===== src/rtl/pipe_seq_pkg.sv =====
package pipe_seq_pkg;
  typedef enum logic [1:0] {
    OP_RATE   = 2'd0,
    OP_POWER  = 2'd1,
    OP_DETECT = 2'd2,
    OP_RECONF = 2'd3
  } seq_op_e;

  typedef enum logic [1:0] {
    S_IDLE = 2'd0,
    S_WAIT = 2'd1,
    S_RST  = 2'd2
  } seq_state_e;

  localparam logic [2:0] RX_RCVR_FOUND = 3'b011;
  localparam logic [1:0] DEEMPH_RSVD   = 2'd3;
endpackage


===== src/rtl/pipe_seq_timer.sv =====
module pipe_seq_timer #(
  parameter int CNT_W = 16
) (
  input  logic             clk,
  input  logic             rst_n,
  input  logic             clr,
  output logic [CNT_W-1:0] cnt
);
  always_ff @(posedge clk or negedge rst_n) begin
    if (!rst_n)          cnt <= '0;
    else if (clr)        cnt <= '0;
    else if (cnt != '1)  cnt <= cnt + 1'b1;
  end
endmodule


===== src/rtl/pipe_seq_deemph.sv =====
module pipe_seq_deemph
  import pipe_seq_pkg::*;
#(
  parameter logic [1:0] DE_INIT = 2'd1
) (
  input  logic       clk,
  input  logic       rst_n,
  input  logic [1:0] sel,
  output logic [1:0] de
);
  always_ff @(posedge clk or negedge rst_n) begin
    if (!rst_n)                  de <= DE_INIT;
    else if (sel != DEEMPH_RSVD) de <= sel;
  end
endmodule


===== src/rtl/pipe_seq_fsm.sv =====
module pipe_seq_fsm
  import pipe_seq_pkg::*;
#(
  parameter int         TMO_W      = 16,
  parameter int         RST_CYCLES = 4,
  parameter int         CNT_W      = 16,
  parameter logic [1:0] PWR_INIT   = 2'd2,
  parameter logic [1:0] MODE_INIT  = 2'd1,
  parameter logic       EB_INIT    = 1'b0
) (
  input  logic             clk,
  input  logic             rst_n,
  input  logic             req_valid,
  input  logic [1:0]       req_op,
  input  logic [2:0]       req_arg,
  input  logic [TMO_W-1:0] cfg_timeout,
  input  logic             phy_status,
  input  logic [2:0]       rx_status,
  input  logic [CNT_W-1:0] cnt,
  output logic             cnt_clr,
  output logic             req_ready,
  output logic             rsp_valid,
  output logic             rsp_err,
  output logic             rsp_present,
  output logic             phy_rate,
  output logic [1:0]       phy_pwr,
  output logic             phy_detrx,
  output logic [1:0]       phy_mode,
  output logic             phy_ebmode,
  output logic             phy_rst
);
  localparam int CW1 = CNT_W + 1;

  seq_state_e      state;
  seq_op_e         op_q;
  logic [CNT_W:0]  cnt_nxt;
  logic            tmo_hit;
  logic            rst_done;

  assign cnt_nxt   = {1'b0, cnt} + 1'b1;
  assign tmo_hit   = cnt_nxt >= CW1'(cfg_timeout);
  assign rst_done  = cnt_nxt >= CW1'(RST_CYCLES);
  assign cnt_clr   = (state == S_IDLE);
  assign req_ready = (state == S_IDLE);

  always_ff @(posedge clk or negedge rst_n) begin
    if (!rst_n) begin
      state       <= S_IDLE;
      op_q        <= OP_RATE;
      rsp_valid   <= 1'b0;
      rsp_err     <= 1'b0;
      rsp_present <= 1'b0;
      phy_rate    <= 1'b0;
      phy_pwr     <= PWR_INIT;
      phy_detrx   <= 1'b0;
      phy_mode    <= MODE_INIT;
      phy_ebmode  <= EB_INIT;
      phy_rst     <= 1'b0;
    end else begin
      rsp_valid <= 1'b0;
      unique case (state)
        S_IDLE: begin
          if (req_valid) begin
            op_q <= seq_op_e'(req_op);
            unique case (seq_op_e'(req_op))
              OP_RATE: begin
                phy_rate <= req_arg[0];
                state    <= S_WAIT;
              end
              OP_POWER: begin
                phy_pwr <= req_arg[1:0];
                state   <= S_WAIT;
              end
              OP_DETECT: begin
                phy_detrx <= 1'b1;
                state     <= S_WAIT;
              end
              OP_RECONF: begin
                phy_mode   <= req_arg[1:0];
                phy_ebmode <= req_arg[2];
                phy_rst    <= 1'b1;
                state      <= S_RST;
              end
              default: state <= S_IDLE;
            endcase
          end
        end
        S_WAIT: begin
          if (phy_status) begin
            rsp_valid   <= 1'b1;
            rsp_err     <= 1'b0;
            rsp_present <= (op_q == OP_DETECT) && (rx_status == RX_RCVR_FOUND);
            phy_detrx   <= 1'b0;
            state       <= S_IDLE;
          end else if (tmo_hit) begin
            rsp_valid   <= 1'b1;
            rsp_err     <= 1'b1;
            rsp_present <= 1'b0;
            phy_detrx   <= 1'b0;
            state       <= S_IDLE;
          end
        end
        S_RST: begin
          if (rst_done) begin
            phy_rst     <= 1'b0;
            rsp_valid   <= 1'b1;
            rsp_err     <= 1'b0;
            rsp_present <= 1'b0;
            state       <= S_IDLE;
          end
        end
        default: state <= S_IDLE;
      endcase
    end
  end
endmodule


===== src/rtl/pipe_ctrl_seq.sv =====
module pipe_ctrl_seq
  import pipe_seq_pkg::*;
#(
  parameter int         TMO_W      = 16,
  parameter int         RST_CYCLES = 4,
  parameter logic [1:0] PWR_INIT   = 2'd2,
  parameter logic [1:0] MODE_INIT  = 2'd1,
  parameter logic       EB_INIT    = 1'b0,
  parameter logic [1:0] DE_INIT    = 2'd1
) (
  input  logic             pclk,
  input  logic             rst_n,
  input  logic             req_valid,
  output logic             req_ready,
  input  logic [1:0]       req_op,
  input  logic [2:0]       req_arg,
  input  logic [TMO_W-1:0] cfg_timeout,
  output logic             rsp_valid,
  output logic             rsp_err,
  output logic             rsp_present,
  input  logic [1:0]       deemph_sel,
  input  logic             phy_status,
  input  logic [2:0]       rx_status,
  output logic             phy_rate,
  output logic [1:0]       phy_pwr,
  output logic             phy_detrx,
  output logic [1:0]       phy_mode,
  output logic             phy_ebmode,
  output logic             phy_rst,
  output logic [1:0]       tx_deemph
);
  localparam int RST_W = $clog2(RST_CYCLES + 1);
  localparam int CNT_W = (TMO_W > RST_W) ? TMO_W : RST_W;

  logic [CNT_W-1:0] cnt;
  logic             cnt_clr;

  pipe_seq_timer #(.CNT_W(CNT_W)) u_timer (
    .clk(pclk), .rst_n(rst_n), .clr(cnt_clr), .cnt(cnt)
  );

  pipe_seq_fsm #(
    .TMO_W(TMO_W), .RST_CYCLES(RST_CYCLES), .CNT_W(CNT_W),
    .PWR_INIT(PWR_INIT), .MODE_INIT(MODE_INIT), .EB_INIT(EB_INIT)
  ) u_fsm (
    .clk(pclk), .rst_n(rst_n),
    .req_valid(req_valid), .req_op(req_op), .req_arg(req_arg),
    .cfg_timeout(cfg_timeout), .phy_status(phy_status), .rx_status(rx_status),
    .cnt(cnt), .cnt_clr(cnt_clr), .req_ready(req_ready),
    .rsp_valid(rsp_valid), .rsp_err(rsp_err), .rsp_present(rsp_present),
    .phy_rate(phy_rate), .phy_pwr(phy_pwr), .phy_detrx(phy_detrx),
    .phy_mode(phy_mode), .phy_ebmode(phy_ebmode), .phy_rst(phy_rst)
  );

  pipe_seq_deemph #(.DE_INIT(DE_INIT)) u_deemph (
    .clk(pclk), .rst_n(rst_n), .sel(deemph_sel), .de(tx_deemph)
  );
endmodule


===== config.mk =====
export PLATFORM = sky130hd
export DESIGN_NAME = pipe_ctrl_seq
export DESIGN_NICKNAME = d
export VERILOG_FILES = /design/src/rtl/pipe_seq_pkg.sv /design/src/rtl/pipe_seq_timer.sv /design/src/rtl/pipe_seq_deemph.sv /design/src/rtl/pipe_seq_fsm.sv /design/src/rtl/pipe_ctrl_seq.sv
export SDC_FILE = /design/constraint.sdc
export NUM_CORES = 1
export LEC_CHECK = 0
export ABC_AREA = 1
export BUFFER_PORTS_ARGS = -buffer_cell sky130_fd_sc_hd__buf_4
export CAP_MARGIN = 40
export CORE_AREA = 2 2 95 97
export CTS_CLUSTER_DIAMETER = 200
export DETAILED_ROUTE_END_ITERATION = 6
export DIE_AREA = 0 0 97 99
export PLACE_DENSITY = 0.6
export SKIP_CTS_REPAIR_TIMING = 1
export SLEW_MARGIN = 20
export SYNTH_ARGS = -nofsm -noshare
export SYNTH_HDL_FRONTEND = slang
export SYNTH_HIERARCHICAL = 1
export SYNTH_SLANG_ARGS = --single-unit

===== constraint.sdc =====
create_clock -name pclk -period 2.75 [get_ports pclk]
set_input_delay 0.275 -clock pclk [delete_from_list [all_inputs] [get_ports pclk]]
set_output_delay 0.275 -clock pclk [all_outputs]
set_load 0.05 [all_outputs]

# Yosys cells after proc, flatten, opt, wreduce, memory -nomap -nowiden
# Index checks and enable logic that the tools add are counted.
[totals]
inputBits = 30
output_inout_bits = 14
reg_bits = 33
wordCells = 73
[classes]
n_eq_ne = 14
mux = 26
add_sub_neg = 2
reduce_logical = 16
magnitude_cmp = 2
[ops]
columns = ["op", "n"]
rows = [
  ["16-bit 2-to-1 mux", 2],
  ["16-bit by 1-bit adder with 17-bit output (second input constant)", 1],
  ["17-bit by 16-bit >= comparator with 1-bit output", 1],
  ["17-bit by 3-bit >= comparator with 1-bit output (second input constant)", 1],
  ["16-bit by 1-bit adder with 16-bit output (second input constant)", 1],
  ["16-bit != test (second input constant)", 1],
  ["3-bit AND reduction", 5],
  ["1-bit 2-to-1 mux", 13],
  ["1-bit case mux with 2 select lines", 5],
  ["2-bit equality test (second input constant)", 4],
  ["2-bit 2-to-1 mux", 4],
  ["4-bit AND reduction", 2],
  ["2-bit nonzero test", 4],
  ["2-bit by 1-bit != test with 1-bit output (second input constant)", 3],
  ["2-bit case mux with 3 select lines", 1],
  ["2-bit by 1-bit equality test with 1-bit output (second input constant)", 2],
  ["2-bit zero test", 2],
  ["2-bit != test (second input constant)", 2],
  ["2-bit case mux with 2 select lines", 1],
  ["3-bit by 2-bit equality test with 1-bit output (second input constant)", 1],
  ["3-bit by 2-bit != test with 1-bit output (second input constant)", 1],
  ["3-bit OR reduction", 1],
  ["2-bit AND reduction", 1],
  ["1-bit logical AND", 1],
]

# Depth between registers and ports, before layout
# Gate-level depths: netlist of run 1.
[logic_depth]
ltp_word = 5
mapped_depth = 22

# By module
# Netlist of run 1, hierarchy kept.
[by_module_without_submodules]
columns = ["mod", "instances", "seq_area_each_um2", "cells_each", "area_per_inst_um2"]
rows = [
  ["pipe_seq_fsm", 1, 377.9, 282, 1769.2],
  ["pipe_seq_timer", 1, 400.4, 133, 991.0],
  ["pipe_seq_deemph", 1, 51.3, 10, 83.8],
]

# Worst setup path before layout of run 1
# No wires, ideal clock.
[synth_path]
path_type = "reg2reg"
from = "register u_timer.cnt[0]"
to = "register u_fsm.rsp_err"
arrival_time_ns = 2.351
required_time_ns = 2.631
n_path_buf = 0
slack_ns = 0.280
path_stages_with_launch = 21
setup_time_ns = 0.119
synth_period_minus_slack_ns = 2.470
cell_sequence = "dfrtp_1 -> ha_1 -> nand2_1 -> nor2_4 -> nand3_1 -> nand2_1 -> inv_1 -> ha_1 -> nand2_1 -> nor2_1 -> nand3b_1 -> nand3_1 -> nand2_1 -> nand2_1 -> nand2_1 -> nand2_1 -> nand2_1 -> nand3_1 -> nand2_1 -> nand2_1 -> nand2_1"
[synth_via]
elab_chain_len = 4
[synth_lines]
columns = ["item", "line_no", "text"]
rows = [
  ["start: declaration", "pipe_seq_timer.sv:7", "output logic [CNT_W-1:0] cnt"],
  ["start signal: assignment", "pipe_seq_timer.sv:12", "else if (cnt != '1) cnt <= cnt + 1'b1;"],
  ["16-bit by 1-bit adder with 17-bit output (*)", "pipe_seq_fsm.sv:40", "assign cnt_nxt = {1'b0, cnt} + 1'b1;"],
  ["17-bit by 16-bit >= comparator with 1-bit output or 17-bit by 3-bit >= comparator with 1-bit output (tied branches)", "pipe_seq_fsm.sv:41, pipe_seq_fsm.sv:42", ""],
  ["3-bit by 2-bit != test with 1-bit output (no line) or 2-bit by 1-bit != test with 1-bit output (tied branches)", "n/a", ""],
  ["3-bit AND reduction (no line) (*)", "n/a", ""],
  ["end signal: assignment", "pipe_seq_fsm.sv:51", "rsp_err <= 1'b0;"],
  ["end signal: assignment", "pipe_seq_fsm.sv:91", "rsp_err <= 1'b0;"],
  ["end signal: assignment", "pipe_seq_fsm.sv:97", "rsp_err <= 1'b1;"],
  ["end: declaration", "pipe_seq_fsm.sv:23", "output logic rsp_err,"],
]
# Every way passes the cells marked *; elsewhere a longest branch is shown, timed or not.
# A chain may end at the register's enable or synchronous reset.

# Final worst setup path of run 1
[layout_path]
from = "register u_timer.cnt[0]"
to = "register u_fsm.state[1]"
[layout_via]
elab_chain_len = 4
[layout_lines]
columns = ["item", "line_no", "text"]
rows = [
  ["16-bit by 1-bit adder with 17-bit output (*)", "pipe_seq_fsm.sv:40", ""],
  ["17-bit by 16-bit >= comparator with 1-bit output or 17-bit by 3-bit >= comparator with 1-bit output (tied branches)", "pipe_seq_fsm.sv:41, pipe_seq_fsm.sv:42", ""],
  ["3-bit by 2-bit != test with 1-bit output (no line) or 2-bit by 1-bit != test with 1-bit output (tied branches)", "n/a", ""],
  ["3-bit AND reduction (no line) (*)", "n/a", ""],
  ["end signal: assignment", "pipe_seq_fsm.sv:48", "state <= S_IDLE;"],
  ["end signal: assignment", "pipe_seq_fsm.sv:68", "state <= S_WAIT;"],
  ["end signal: assignment", "pipe_seq_fsm.sv:72", "state <= S_WAIT;"],
  ["end: declaration", "pipe_seq_fsm.sv:34", "seq_state_e state;"],
]
# Marked as above.

==> qor.txt, run 1 <==
r2r startpoint - u_timer/cnt[0]$_DFFE_PN0P_
largest family of logic cells by synthesized area - simple AND/OR/NAND/NOR gates
Worst-Margin Slew - 428.4 ps
Yosys reg bits - 33
Hold Path Depth - 4
syn_area_per_cell - 6.692 um2
Ports - 44
total track usage - 14.01%
Synth Area in Simple Gates - 44.52%
initial antenna violation count - 0
row cnt - 34
CP endpoint kind - register
final WL - 6.560 mm
Vias per Instance - 4.669
Synth area leaders - dfrtp_1, nand2_1, ha_1
clock-pin transition on the worst setup and hold timing paths - 80 ps
Layout area overhead - 22.57%
Critical Setup Path Class - register to register
WP data required - 2930 ps
most used cell, CP - nand2_1
Starting Density - 33.26%
maxcap violations - 0
Synth Area in Adders - 9.679%
max incr delay on CP - 360 ps
pins over their slew limit - 0
share of the synthesized area in the top cell type - 26.40%
# DRC - 0
CTS tree - done
CP startpoint kind - register
Detail Placement HPWL - 5.240 mm
Detail Route Antenna Nets - 0
Layout Skew - 6.055 ps
Reg2Reg Setup Slack - 310 ps
RSZ-0062 raised after global routing - no
largest net degree at the start of global routing - 34
setup TNS - 0 ps
Hold WS - 203.1 ps
fin util - 40.77%
status - completed
Setup violations, final - 0
clock network power share - 21.1%
HP Class - primary input to register
Detailed Routing Iterations Pass 1 - 4
crit-path cells - ha_2 > nand2_2 > nor2_4 > nand3_1 > nand2_1 > inv_1 > ha_1 > nand2_1 > nor2_2 > nand3b_1 > nand3_1 > nand2_1 > nand2_1 > nand2_1 > nand2_1 > nand2_1 > nand3_2 > nand2_2 > nand2_1 > nand2_1
Fmax achieved - 409.2 MHz
placed cell count - 581
commonest non-fill, non-tap cell in the layout - nand2_1
vias in the first global route - 2745
crit path max fanout - 7
Tcrit/Tclk final - 88.87%
Sequential Power Share - 30.7%
Synth Net Count - 477
Die Width - 97 um
Sw Share - 45.16%
fin nets - 533
# fillers - 896
cell internal pwr - 1.237 mW
GP Congestion - 0.8893
switching pwr - 1.019 mW
global route overflow - 0
worst r2r path cells - 20
first-pass GRT wire length - 11.45 mm
leading area contributor after synthesis - dfrtp_1
Port Buf Inserts - 43
Final Critical Period - 2444 ps
Syn. warnings - 6
Rel. slew slack - 71.44%
commonest non-fill, non-tap cells in the layout - nand2_1, inv_1, buf_4
Yosys cell types - 36
CTS buffer count - 5
Post-Syn Area - 0.002844 mm2
layout cells sized above 1 - 23.65%
slowest CP cell - dfrtp_1
reg-to-reg endpoint - u_fsm/state[1]$_DFFE_PN0P_
Critical Path AT - 2630 ps
initial DRC count - 163
Syn Inst Count - 425
worst hold start - deemph_sel[1]
Synth Area in XOR/XNOR - 0.3080%
detailed-route wire length per cell - 11.12 um
pwr dens - 647.1 mW/mm2
Sink Count - 33
Die H - 99 um
Critical path origin - u_timer/cnt[0]$_DFFE_PN0P_
n_diodes - 0
H-tree depth - 2
Min-Delay Endpoint - u_deemph/de[0]$_DFFE_PN1P_
worst vdd ir - 0.4523 mV
DR vias - 2755
DIE AREA - 0.009603 mm2
Combinational Power Share - 48.2%
Max Root-Sink Buffers - 2
Leak - 1.975 nW
Seq/Total Area, Yosys - 29.17%
Hold Vio Cnt, Final - 0
post-synthesis mux area share - 0.3960%
clk root buf - clkbuf_8
core area - 0.008551 mm2
Synth Area in Compound Gates - 4.927%
Final Power - 2.256 mW
clock latency on the worst-skew pair - 300 ps
Layout Cells excl Fill - 590
## kinds of logic after synthesis
logic type	Yosys count
xor gates and xnor gates	1
muxes	1
AOI/OAI and AO/OA	23
DFF	33
buffers and inverters	80
adders and majority gates	22
and+or+nand+nor	265
## layer usage
| metal | part of all wire (%) | vias to the layer above | wire, um | global-route usage (%) |
|---|---|---|---|---|
| met5 | 0 | - | 0 | 0 |
| met4 | 1.9 | 0 | 123 | 4.550 |
| met3 | 4.0 | 12 | 261 | 2.057 |
| met2 | 49 | 43 | 3205 | 25.37 |
| met1 | 45 | 1258 | 2970 | 17.09 |
| li1 | - | 1442 | - | - |
## sequential cells by signal (all words and copies together) (netlist names)
register / cells
u_deemph/de: 2
u_fsm/phy_ebmode: 1
u_fsm/phy_mode: 2
u_fsm/rsp_present: 1
u_fsm/rsp_err: 1
u_fsm/phy_rate: 1
u_fsm/phy_rst: 1
u_fsm/state: 2
u_fsm/op_q: 2
u_fsm/rsp_valid: 1
u_fsm/phy_pwr: 2
u_fsm/phy_detrx: 1
u_timer/cnt: 16
## worst max-delay path by stage
stage / to / slack [ps] / depth (start not counted)
finish: u_fsm/state[1]$_DFFE_PN0P_ / 310 / 20
global placement: u_fsm/rsp_present$_DFFE_PN0P_ / 260 / 19
CTS: u_fsm/rsp_err$_DFFE_PN0P_ / 150 / 19
detailed placement: u_fsm/rsp_err$_DFFE_PN0P_ / 160 / 19
global route: u_fsm/rsp_present$_DFFE_PN0P_ / 2 / 20
floorplan: u_fsm/rsp_err$_DFFE_PN0P_ / 280 / 20
## through the flow
step / setup WS, ps / cell area (um2)
global placement: 255.4 / 3339
floorplan: 280.1 / 2844
global route: 1.865 / 3486
detailed placement: 160.0 / 3339
CTS: 154.3 / 3455
finish: 306.1 / 3486
## cell type report
type / count / area [um2] / share of cell area, %
Multi-Input combinational cell: 312 / 1719 / 49.32
Inverter: 77 / 290.3 / 8.327
Timing Repair Buffer: 52 / 392.9 / 11.27
Clock buffer: 5 / 68.82 / 1.974
Sequential cell: 33 / 833.3 / 23.91
Clock inverter: 3 / 46.29 / 1.328
Tap cell: 108 / 135.1 / 3.877
## critical path, delay by kind of cell, from the launching register on
kind	cells	cell delay (ps)
adders and majority gates	2	480
DFF	1	360
buffers and inverters	1	50
and+or+nand+nor	17	1450
## power groups by stage
stage          sequential, mW  clock, mW  combinational, mW
2_1_floorplan           0.962          0              0.513
3_3_place_gp            0.694          0               1.08
3_5_place_dp            0.700          0               1.09
4_1_cts                 0.691      0.488               1.10
5_1_grt                 0.710      0.508               1.20
6_report                0.692      0.475               1.09
## synthesized netlist by cell type (all sizes together)
master and count:
nand2 145, inv 76, nor2 48, nand3 46, dfrtp 30, ha 22
nand4 13, a21oi 8, o21ai 7, or2 6, nor3 4, buf 3
dfstp 3, nand3b 3, o21bai 3, a211oi 1, a21boi 1, a21o 1
clkinv 1, mux2 1, o211a 1, o22ai 1, xor2 1
No activity file was read; power rests on OpenSTA's default activity.
==> run 2: changes to the inputs <==
--- a/config.mk
+++ b/config.mk
@@ -5,14 +5,14 @@
 export SDC_FILE = /design/constraint.sdc
 export NUM_CORES = 1
 export LEC_CHECK = 0
-export ABC_AREA = 1
+export ABC_CLOCK_PERIOD_IN_PS = 2750
 export BUFFER_PORTS_ARGS = -buffer_cell sky130_fd_sc_hd__buf_4
 export CAP_MARGIN = 40
-export CORE_AREA = 2 2 95 97
+export CORE_AREA = 2 2 92 94
 export CTS_CLUSTER_DIAMETER = 200
 export DETAILED_ROUTE_END_ITERATION = 6
-export DIE_AREA = 0 0 97 99
-export PLACE_DENSITY = 0.6
+export DIE_AREA = 0 0 94 96
+export PLACE_DENSITY = 0.61
 export SKIP_CTS_REPAIR_TIMING = 1
 export SLEW_MARGIN = 20
 export SYNTH_ARGS = -nofsm -noshare
==> qor.txt, run 2 <==
maxcap violations - 0 (unchanged)
Layout Cells excl Fill - 479 (was 590)
GP Congestion - 0.8901 (was 0.8893)
HP Class - primary input to register (unchanged)
met2 wire len - 3.032 mm (was 3.205 mm)
Detail Placement HPWL - 4.838 mm (was 5.240 mm)
RSZ-0062 raised after global routing - yes (was no)
fin nets - 425 (was 533)
reg-to-reg endpoint - u_fsm/state[1]$_DFFE_PN0P_ (unchanged)
share of the synthesized area in the top cell type - 28.25% (was 26.40%)
Worst-Margin Slew - 583.7 ps (was 428.4 ps)
WP buf/inv - 2 (was 1)
Leak - 1.675 nW (was 1.975 nW)
Critical path origin - u_timer/cnt[0]$_DFFE_PN0P_ (unchanged)
largest family of logic cells by synthesized area - simple AND/OR/NAND/NOR gates (unchanged)
CP endpoint kind - register (unchanged)
Critical Setup Path Class - register to register (unchanged)
Synth Net Count - 348 (was 477)
Port Buf Inserts - 43 (unchanged)
DIE AREA - 0.009024 mm2 (was 0.009603 mm2)
max FFs per register - 16 (unchanged)
Yosys cell types - 67 (was 36)
max incr delay on CP - 420 ps (was 360 ps)
WL met1 - 3.034 mm (was 2.970 mm)
Fmax achieved - 345.0 MHz (was 409.2 MHz)
Layout area overhead - 32.01% (was 22.57%)
n_diodes - 0 (unchanged)
Yosys reg bits - 33 (unchanged)
Synth Area in Simple Gates - 26.74% (was 44.52%)
Setup violations, final - 6 (was 0)
Min-Delay Endpoint - u_deemph/de[0]$_DFFE_PN1P_ (unchanged)
CTS buffer count - 5 (unchanged)
Syn. warnings - 6 (unchanged)
Layout Skew - 8.769 ps (was 6.055 ps)
Post-Syn Area - 0.002658 mm2 (was 0.002844 mm2)
worst r2r path cells - 13 (was 20)
# DRC - 0 (unchanged)
Max Root-Sink Buffers - 2 (unchanged)
crit path max fanout - 7 (unchanged)
Tcrit/Tclk final - 105.4% (was 88.87%)
setup TNS - -583.3 ps (was 0 ps)
Vias per Instance - 5.023 (was 4.669)
layout cells sized above 1 - 32.89% (was 23.65%)
vias in the first global route - 2278 (was 2745)
post-synthesis mux area share - 5.414% (was 0.3960%)
most frequent cells after synthesis - dfrtp_1, inv_1, nor2_1 (was nand2_1, inv_1, nand3_1)
count leader, synth - dfrtp_1 (was nand2_1)
Detailed Routing Iterations Pass 1 - 5 (was 4)
placed cell count - 467 (was 581)
ys async rst share - 100.0% (unchanged)
Starting Density - 33.01% (was 33.26%)
Reg2Reg Setup Slack - -150 ps (was 310 ps)
Rel. slew slack - 60.88% (was 71.44%)
WP data required - 2930 ps (about the same)
Seq/Total Area, Yosys - 31.21% (was 29.17%)
crit-path cells - buf_4 > nand4_4 > or3_4 > nor2_2 > xor2_1 > ha_1 > nand4_1 > or4_1 > o211ai_1 > buf_4 > or2_4 > nand3_1 > o2bb2ai_1 (was ha_2 > nand2_2 > nor2_4 > nand3_1 > nand2_1 > inv_1 > ha_1 > nand2_1 > nor2_2 > nand3b_1 > nand3_1 > nand2_1 > nand2_1 > nand2_1 > nand2_1 > nand2_1 > nand3_2 > nand2_2 > nand2_1 > nand2_1)
commonest non-fill, non-tap cells in the layout - buf_4, inv_1, dfrtp_1 (was nand2_1, inv_1, buf_4)
status - finished with violations (was completed)
detailed-route wire length per cell - 13.20 um (was 11.12 um)
CP startpoint kind - register (unchanged)
leading area contributor after synthesis - dfrtp_1 (unchanged)
H-tree depth - 2 (unchanged)
Post-synth EDFFs - 0 (unchanged)
Top delay family on crit path - simple AND/OR/NAND/NOR gates (unchanged)
Critical Path AT - 3070 ps (was 2630 ps)
CTS tree - done (unchanged)
initial antenna violation count - 0 (unchanged)
pwr dens - 570.2 mW/mm2 (was 647.1 mW/mm2)
syn_area_per_cell - 8.978 um2 (was 6.692 um2)
slack of the critical path - -148.7 ps (was 306.1 ps)
commonest non-fill, non-tap cell in the layout - buf_4 (was nand2_1)
Synth Area in Compound Gates - 16.20% (was 4.927%)
clk root buf - clkbuf_8 (unchanged)
pins over their slew limit - 0 (unchanged)
worst vdd ir - 0.2887 mV (was 0.4523 mV)
Sink Count - 33 (unchanged)
WL met3 - 158 um (was 261 um)
row cnt - 33 (was 34)
largest net degree at the start of global routing - 34 (unchanged)
total track usage - 14.20% (was 14.01%)
Most flops, register - u_timer/cnt (unchanged)
# fillers - 791 (was 896)
Ports - 44 (unchanged)
most used cell, CP - buf_4 (was nand2_1)
Die H - 96 um (was 99 um)
slowest CP cell - or3_4 (was dfrtp_1)
Syn Inst Count - 296 (was 425)
first-pass GRT wire length - 10.16 mm (was 11.45 mm)
Detail Route Antenna Nets - 0 (unchanged)
clock-pin transition on the worst setup and hold timing paths - 70 ps (was 80 ps)
ys flop type - dfrtp_1 (unchanged)
Final Critical Period - 2899 ps (was 2444 ps)
DR vias - 2406 (was 2755)
core area - 0.008051 mm2 (was 0.008551 mm2)
Hold Vio Cnt, Final - 0 (unchanged)
fin util - 43.57% (was 40.77%)
initial DRC count - 138 (was 163)
r2r startpoint - u_timer/cnt[0]$_DFFE_PN0P_ (unchanged)
Hold Path Depth - 2 (was 4)
Synth Area in XOR/XNOR - 4.944% (was 0.3080%)
Die Width - 94 um (was 97 um)
Synth area leaders - dfrtp_1, ha_1, mux2_2 (was dfrtp_1, nand2_1, ha_1)
top layer in use - met4 (unchanged)
failing checks - negative setup slack
Synth Area in Adders - 10.36% (was 9.679%)
pre-CTS setup slack - -204.3 ps (was 160.0 ps)
clock latency on the worst-skew pair - 290 ps (was 300 ps)
Final Power - 2.000 mW (was 2.256 mW)
final WL - 6.323 mm (was 6.560 mm)
global route overflow - 0 (unchanged)
worst hold start - deemph_sel[1] (unchanged)
-- run 2: cell types whose count changed after synthesis, sizes merged, moves of 8 or more --
cell	previous run	this run
nand3	46	16
nor2	48	24
nand2	145	21
xor2	1	9
and3	0	8
inv	76	26
mux2	1	11
-- run 2: area by class of cell --
class / count / area (um2) / share of cell area, %
Clock buffer: 6 / 72.57 / 2.068
Clock inverter: 2 / 10.01 / 0.2853
Inverter: 26 / 97.59 / 2.782
Multi-Input combinational cell: 230 / 1778 / 50.68
Sequential cell: 33 / 834.6 / 23.79
Tap cell: 105 / 131.4 / 3.745
Timing Repair Buffer: 77 / 584.3 / 16.65
-- run 2: kinds of logic (layout without fill, tap and decap cells) --
group | after synthesis | after routing
AOI/OAI and AO/OA | 59 | 59
buffers and inverters | 33 | 111
muxes | 13 | 13
DFF | 33 | 33
and+or+nand+nor | 121 | 121
xor gates and xnor gates | 15 | 15
adders and majority gates | 22 | 22
-- run 2: worst register-to-register path: cells and delay by family (launching register included) --
family                   cells  cell delay [ps]
AND/OR/NAND/NOR              7             1390
flip-flops                   1              380
AO/OA/AOI/OAI                2              330
buffers and inverters        2              320
adder cells (fa/ha/maj)      1              290
XOR/XNOR                     1               70
-- run 2: report_power, final --
part,leakage (nW),switching (mW),internal [mW],total (mW)
Combinational,1.21,0.601,0.369,0.970
Sequential,0.416,0.0755,0.605,0.680
Clock,0.0450,0.175,0.175,0.350
Total,1.67,0.852,1.15,2.00
-- run 2: worst max-delay path by stage --
stage,to,cells after the start,slack [ps]
floorplan,u_fsm/state[1]$_DFFE_PN0P_,12,-170
CTS,u_fsm/state[1]$_DFFE_PN0P_,12,-210
finish,u_fsm/state[1]$_DFFE_PN0P_,13,-150
detailed placement,u_fsm/state[1]$_DFFE_PN0P_,12,-200
global placement,u_fsm/state[0]$_DFFE_PN0P_,13,-160
global route,u_fsm/state[0]$_DFFE_PN0P_,13,-400
-- run 2: per-stage QoR --
stage	cell area, um2	hold WS, ps
2_1_floorplan	2718	-20.59
3_3_place_gp	3344	250.0
3_5_place_dp	3344	253.2
4_1_cts	3427	-64.65
5_1_grt	3508	110.2
6_report	3508	122.5
-- run 2: metal layers --
metal	global-route usage (%)	vias up
li1	-	1241
met4	6.401	0
met2	22.92	44
met1	19.45	1112
met3	1.175	9
met5	0	-
==> run 3: changes to the inputs <==
--- a/config.mk
+++ b/config.mk
@@ -8,14 +8,13 @@
 export ABC_CLOCK_PERIOD_IN_PS = 2750
 export BUFFER_PORTS_ARGS = -buffer_cell sky130_fd_sc_hd__buf_4
 export CAP_MARGIN = 40
-export CORE_AREA = 2 2 92 94
+export CORE_AREA = 2 2 86 88
 export CTS_CLUSTER_DIAMETER = 200
 export DETAILED_ROUTE_END_ITERATION = 6
-export DIE_AREA = 0 0 94 96
-export PLACE_DENSITY = 0.61
+export DIE_AREA = 0 0 88 90
+export PLACE_DENSITY = 0.62
 export SKIP_CTS_REPAIR_TIMING = 1
 export SLEW_MARGIN = 20
 export SYNTH_ARGS = -nofsm -noshare
 export SYNTH_HDL_FRONTEND = slang
-export SYNTH_HIERARCHICAL = 1
 export SYNTH_SLANG_ARGS = --single-unit
==> qor.txt, run 3 <==
commonest non-fill, non-tap cells in the layout - buf_4, nor2_1, dfrtp_1 (was buf_4, inv_1, dfrtp_1)
initial DRC count - 74 (was 138)
Port Buf Inserts - 43 (unchanged)
Seq/Total Area, Yosys - 35.57% (was 31.21%)
fin util - 47.57% (was 43.57%)
clk root buf - clkbuf_8 (unchanged)
Synth area leaders - dfrtp_1, ha_1, nor2_1 (was dfrtp_1, ha_1, mux2_2)
share of the synthesized area in the top cell type - 32.19% (was 28.25%)
DR vias - 2183 (was 2406)
worst vdd ir - 0.7423 mV (was 0.2887 mV)
Post-Syn Area - 0.002332 mm2 (was 0.002658 mm2)
slowest CP cell - a2111o_1 (was or3_4)
Hold Path Depth - 2 (unchanged)
largest family of logic cells by synthesized area - simple AND/OR/NAND/NOR gates (unchanged)
most frequent cells after synthesis - nor2_1, dfrtp_1, inv_1 (was dfrtp_1, inv_1, nor2_1)
WP buf/inv - 0 (was 2)
vias in the first global route - 2101 (was 2278)
Min-Delay Endpoint - u_deemph.de[0]$_DFFE_PN1P_ (was u_deemph/de[0]$_DFFE_PN1P_)
Ports - 44 (unchanged)
Sink Count - 33 (unchanged)
clock latency on the worst-skew pair - 290 ps (about the same)
Syn. warnings - 0 (was 6)
Top delay family on crit path - compound AO/OA/AOI/OAI gates (was simple AND/OR/NAND/NOR gates)
CTS tree - done (unchanged)
CTS buffer count - 5 (unchanged)
Detail Route Antenna Nets - 0 (unchanged)
core area - 0.007020 mm2 (was 0.008051 mm2)
Layout Cells excl Fill - 443 (was 479)
final WL - 5.814 mm (was 6.323 mm)
# DRC - 0 (unchanged)
Synth Area in Compound Gates - 13.25% (was 16.20%)
Setup violations, final - 6 (unchanged)
Layout Skew - 4.844 ps (was 8.769 ps)
row cnt - 31 (was 33)
WP data required - 2960 ps (was 2930 ps)
reg-to-reg endpoint - u_fsm.rsp_err$_DFFE_PN0P_ (was u_fsm/state[1]$_DFFE_PN0P_)
Synth Area in Simple Gates - 22.16% (was 26.74%)
slack of the critical path - -236.9 ps (was -148.7 ps)
leading area contributor after synthesis - dfrtp_1 (unchanged)
DIE AREA - 0.007920 mm2 (was 0.009024 mm2)
detailed-route wire length per cell - 13.12 um (was 13.20 um)
largest net degree at the start of global routing - 34 (unchanged)
global route overflow - 0 (unchanged)
Tcrit/Tclk final - 108.6% (was 105.4%)
crit path max fanout - 3 (was 7)
initial antenna violation count - 0 (unchanged)
clock-pin transition on the worst setup and hold timing paths - 80 ps (was 70 ps)
count leader, synth - nor2_1 (was dfrtp_1)
CP startpoint kind - register (unchanged)
Layout area overhead - 43.19% (was 32.01%)
ys flop type - dfrtp_1 (unchanged)
Detailed Routing Iterations Pass 1 - 4 (was 5)
Hold WS - 126.1 ps (was 122.5 ps)
first-pass GRT wire length - 9.653 mm (was 10.16 mm)
max FFs per register - 16 (unchanged)
Rel. slew slack - 71.35% (was 60.88%)
Syn Inst Count - 257 (was 296)
H-tree depth - 2 (unchanged)
crit-path cells - ha_4 > nand4_1 > or3_4 > nor2_4 > xor2_1 > ha_1 > a21oi_1 > o21ai_2 > a2111o_1 > o31ai_4 > a21oi_2 > o32ai_2 (was buf_4 > nand4_4 > or3_4 > nor2_2 > xor2_1 > ha_1 > nand4_1 > or4_1 > o211ai_1 > buf_4 > or2_4 > nand3_1 > o2bb2ai_1)
total track usage - 15.20% (was 14.20%)
r2r startpoint - u_timer.cnt[1]$_DFFE_PN0P_ (was u_timer/cnt[0]$_DFFE_PN0P_)
CP endpoint kind - register (unchanged)
Die Width - 88 um (was 94 um)
Final Critical Period - 2987 ps (was 2899 ps)
Leak - 1.655 nW (was 1.675 nW)
Post-synth EDFFs - 0 (unchanged)
Critical Path AT - 3190 ps (was 3070 ps)
Most flops, register - u_timer.cnt (was u_timer/cnt)
layout cells sized above 1 - 40.12% (was 32.89%)
commonest non-fill, non-tap cell in the layout - buf_4 (unchanged)
Starting Density - 33.22% (was 33.01%)
Yosys reg bits - 33 (unchanged)
Max Root-Sink Buffers - 2 (unchanged)
placed cell count - 431 (was 467)
Yosys cell types - 53 (was 67)
Vias per Instance - 4.928 (was 5.023)
HP Class - primary input to register (unchanged)
syn_area_per_cell - 9.075 um2 (was 8.978 um2)
pins over their slew limit - 0 (unchanged)
GP Congestion - 0.8436 (was 0.8901)
fin nets - 394 (was 425)
Die H - 90 um (was 96 um)
Synth Area in Adders - 11.27% (was 10.36%)
max incr delay on CP - 470 ps (was 420 ps)
Synth Net Count - 308 (was 348)
failing checks - negative setup slack (unchanged)
Hold Vio Cnt, Final - 0 (unchanged)
Detail Placement HPWL - 4.477 mm (was 4.838 mm)
RSZ-0062 raised after global routing - yes (unchanged)
worst r2r path cells - 12 (was 13)
post-synthesis mux area share - 4.721% (was 5.414%)
Fmax achieved - 334.8 MHz (was 345.0 MHz)
ys async rst share - 100.0% (unchanged)
Reg2Reg Setup Slack - -240 ps (was -150 ps)
worst hold start - deemph_sel[1] (unchanged)
maxcap violations - 0 (unchanged)
n_diodes - 0 (unchanged)
Worst-Margin Slew - 429.7 ps (was 583.7 ps)
Synth Area in XOR/XNOR - 6.760% (was 4.944%)
pwr dens - 631.3 mW/mm2 (was 570.2 mW/mm2)
status - finished with violations (unchanged)
Critical Setup Path Class - register to register (unchanged)
[run 3: changes by cell type after synthesis, moves of 3 or more]
cell	previous run	this run
nand2_1	21	13
o21ai_0	11	5
nor2_1	24	33
nand2b_1	4	0
buf_2	1	4
a21oi_1	12	9
xnor2_1	6	11
nand3_1	14	8
and3_1	7	4
[run 3: per-stage QoR]
step	cell area (um2)	setup TNS [ps]	setup WS [ps]	power, mW
after floorplan	2369	-976.1	-219.2	1.277
after global placement	3078	-1323	-286.7	1.585
after detailed placement	3078	-1676	-361.2	1.592
after CTS	3193	-1707	-351.8	2.065
after global routing	3339	-1776	-366.2	2.222
final	3339	-1094	-236.9	2.108
[run 3: logic make-up after synthesis]
| group | count (synthesis) |
|---|---|
| XOR/XNOR | 18 |
| adder cells (fa/ha/maj) | 21 |
| flip-flops | 33 |
| buffers and inverters | 36 |
| AO/OA/AOI/OAI | 43 |
| multiplexers | 10 |
| AND/OR/NAND/NOR | 96 |
[run 3: metal layers]
layer	track usage, %	vias to the layer above	wire length (um)	share of wire (%)
li1	-	1082	-	-
met1	20.77	1060	2650	46
met2	24.68	35	2884	50
met3	3.030	6	211	3.6
met4	3.333	0	67	1.2
met5	0	-	0	0
[run 3: worst max-delay path by stage]
| stage | start | depth (start not counted) | end | slack, ps |
|---|---|---|---|---|
| 2_1_floorplan | u_timer.cnt[1]$_DFFE_PN0P_ | 13 | u_fsm.rsp_err$_DFFE_PN0P_ | -220 |
| 3_3_place_gp | u_timer.cnt[1]$_DFFE_PN0P_ | 11 | u_fsm.rsp_present$_DFFE_PN0P_ | -290 |
| 3_5_place_dp | u_timer.cnt[1]$_DFFE_PN0P_ | 11 | u_fsm.rsp_err$_DFFE_PN0P_ | -360 |
| 4_1_cts | u_timer.cnt[1]$_DFFE_PN0P_ | 11 | u_fsm.rsp_err$_DFFE_PN0P_ | -350 |
| 5_1_grt | u_timer.cnt[1]$_DFFE_PN0P_ | 11 | u_fsm.rsp_present$_DFFE_PN0P_ | -370 |
| 6_report | u_timer.cnt[1]$_DFFE_PN0P_ | 12 | u_fsm.rsp_err$_DFFE_PN0P_ | -240 |
[run 3: worst register-to-register path, stage by stage (launching register included)]
cell and delay [ps]:
dfrtp_1 390, ha_4 150, nand4_1 170, or3_4 460, nor2_4 110, xor2_1 160, ha_1 270, a21oi_1 180
o21ai_2 80, a2111o_1 470, o31ai_4 270, a21oi_2 80, o32ai_2 120
[run 3: final cells by class]
type	instances	area (um2)
clock buffers	5	68.82
clock inverters	3	46.29
fillers	677	3681
inverters	26	97.59
multi-input cells	188	1495
flip-flops and latches	33	833.3
well taps	99	123.9
repair buffers	89	674.4
[run 3: report_power, final]
part           internal, mW  switching (mW)
combinational         0.370           0.599
sequential            0.602          0.0609
clock                 0.271           0.205
total                  1.24           0.864
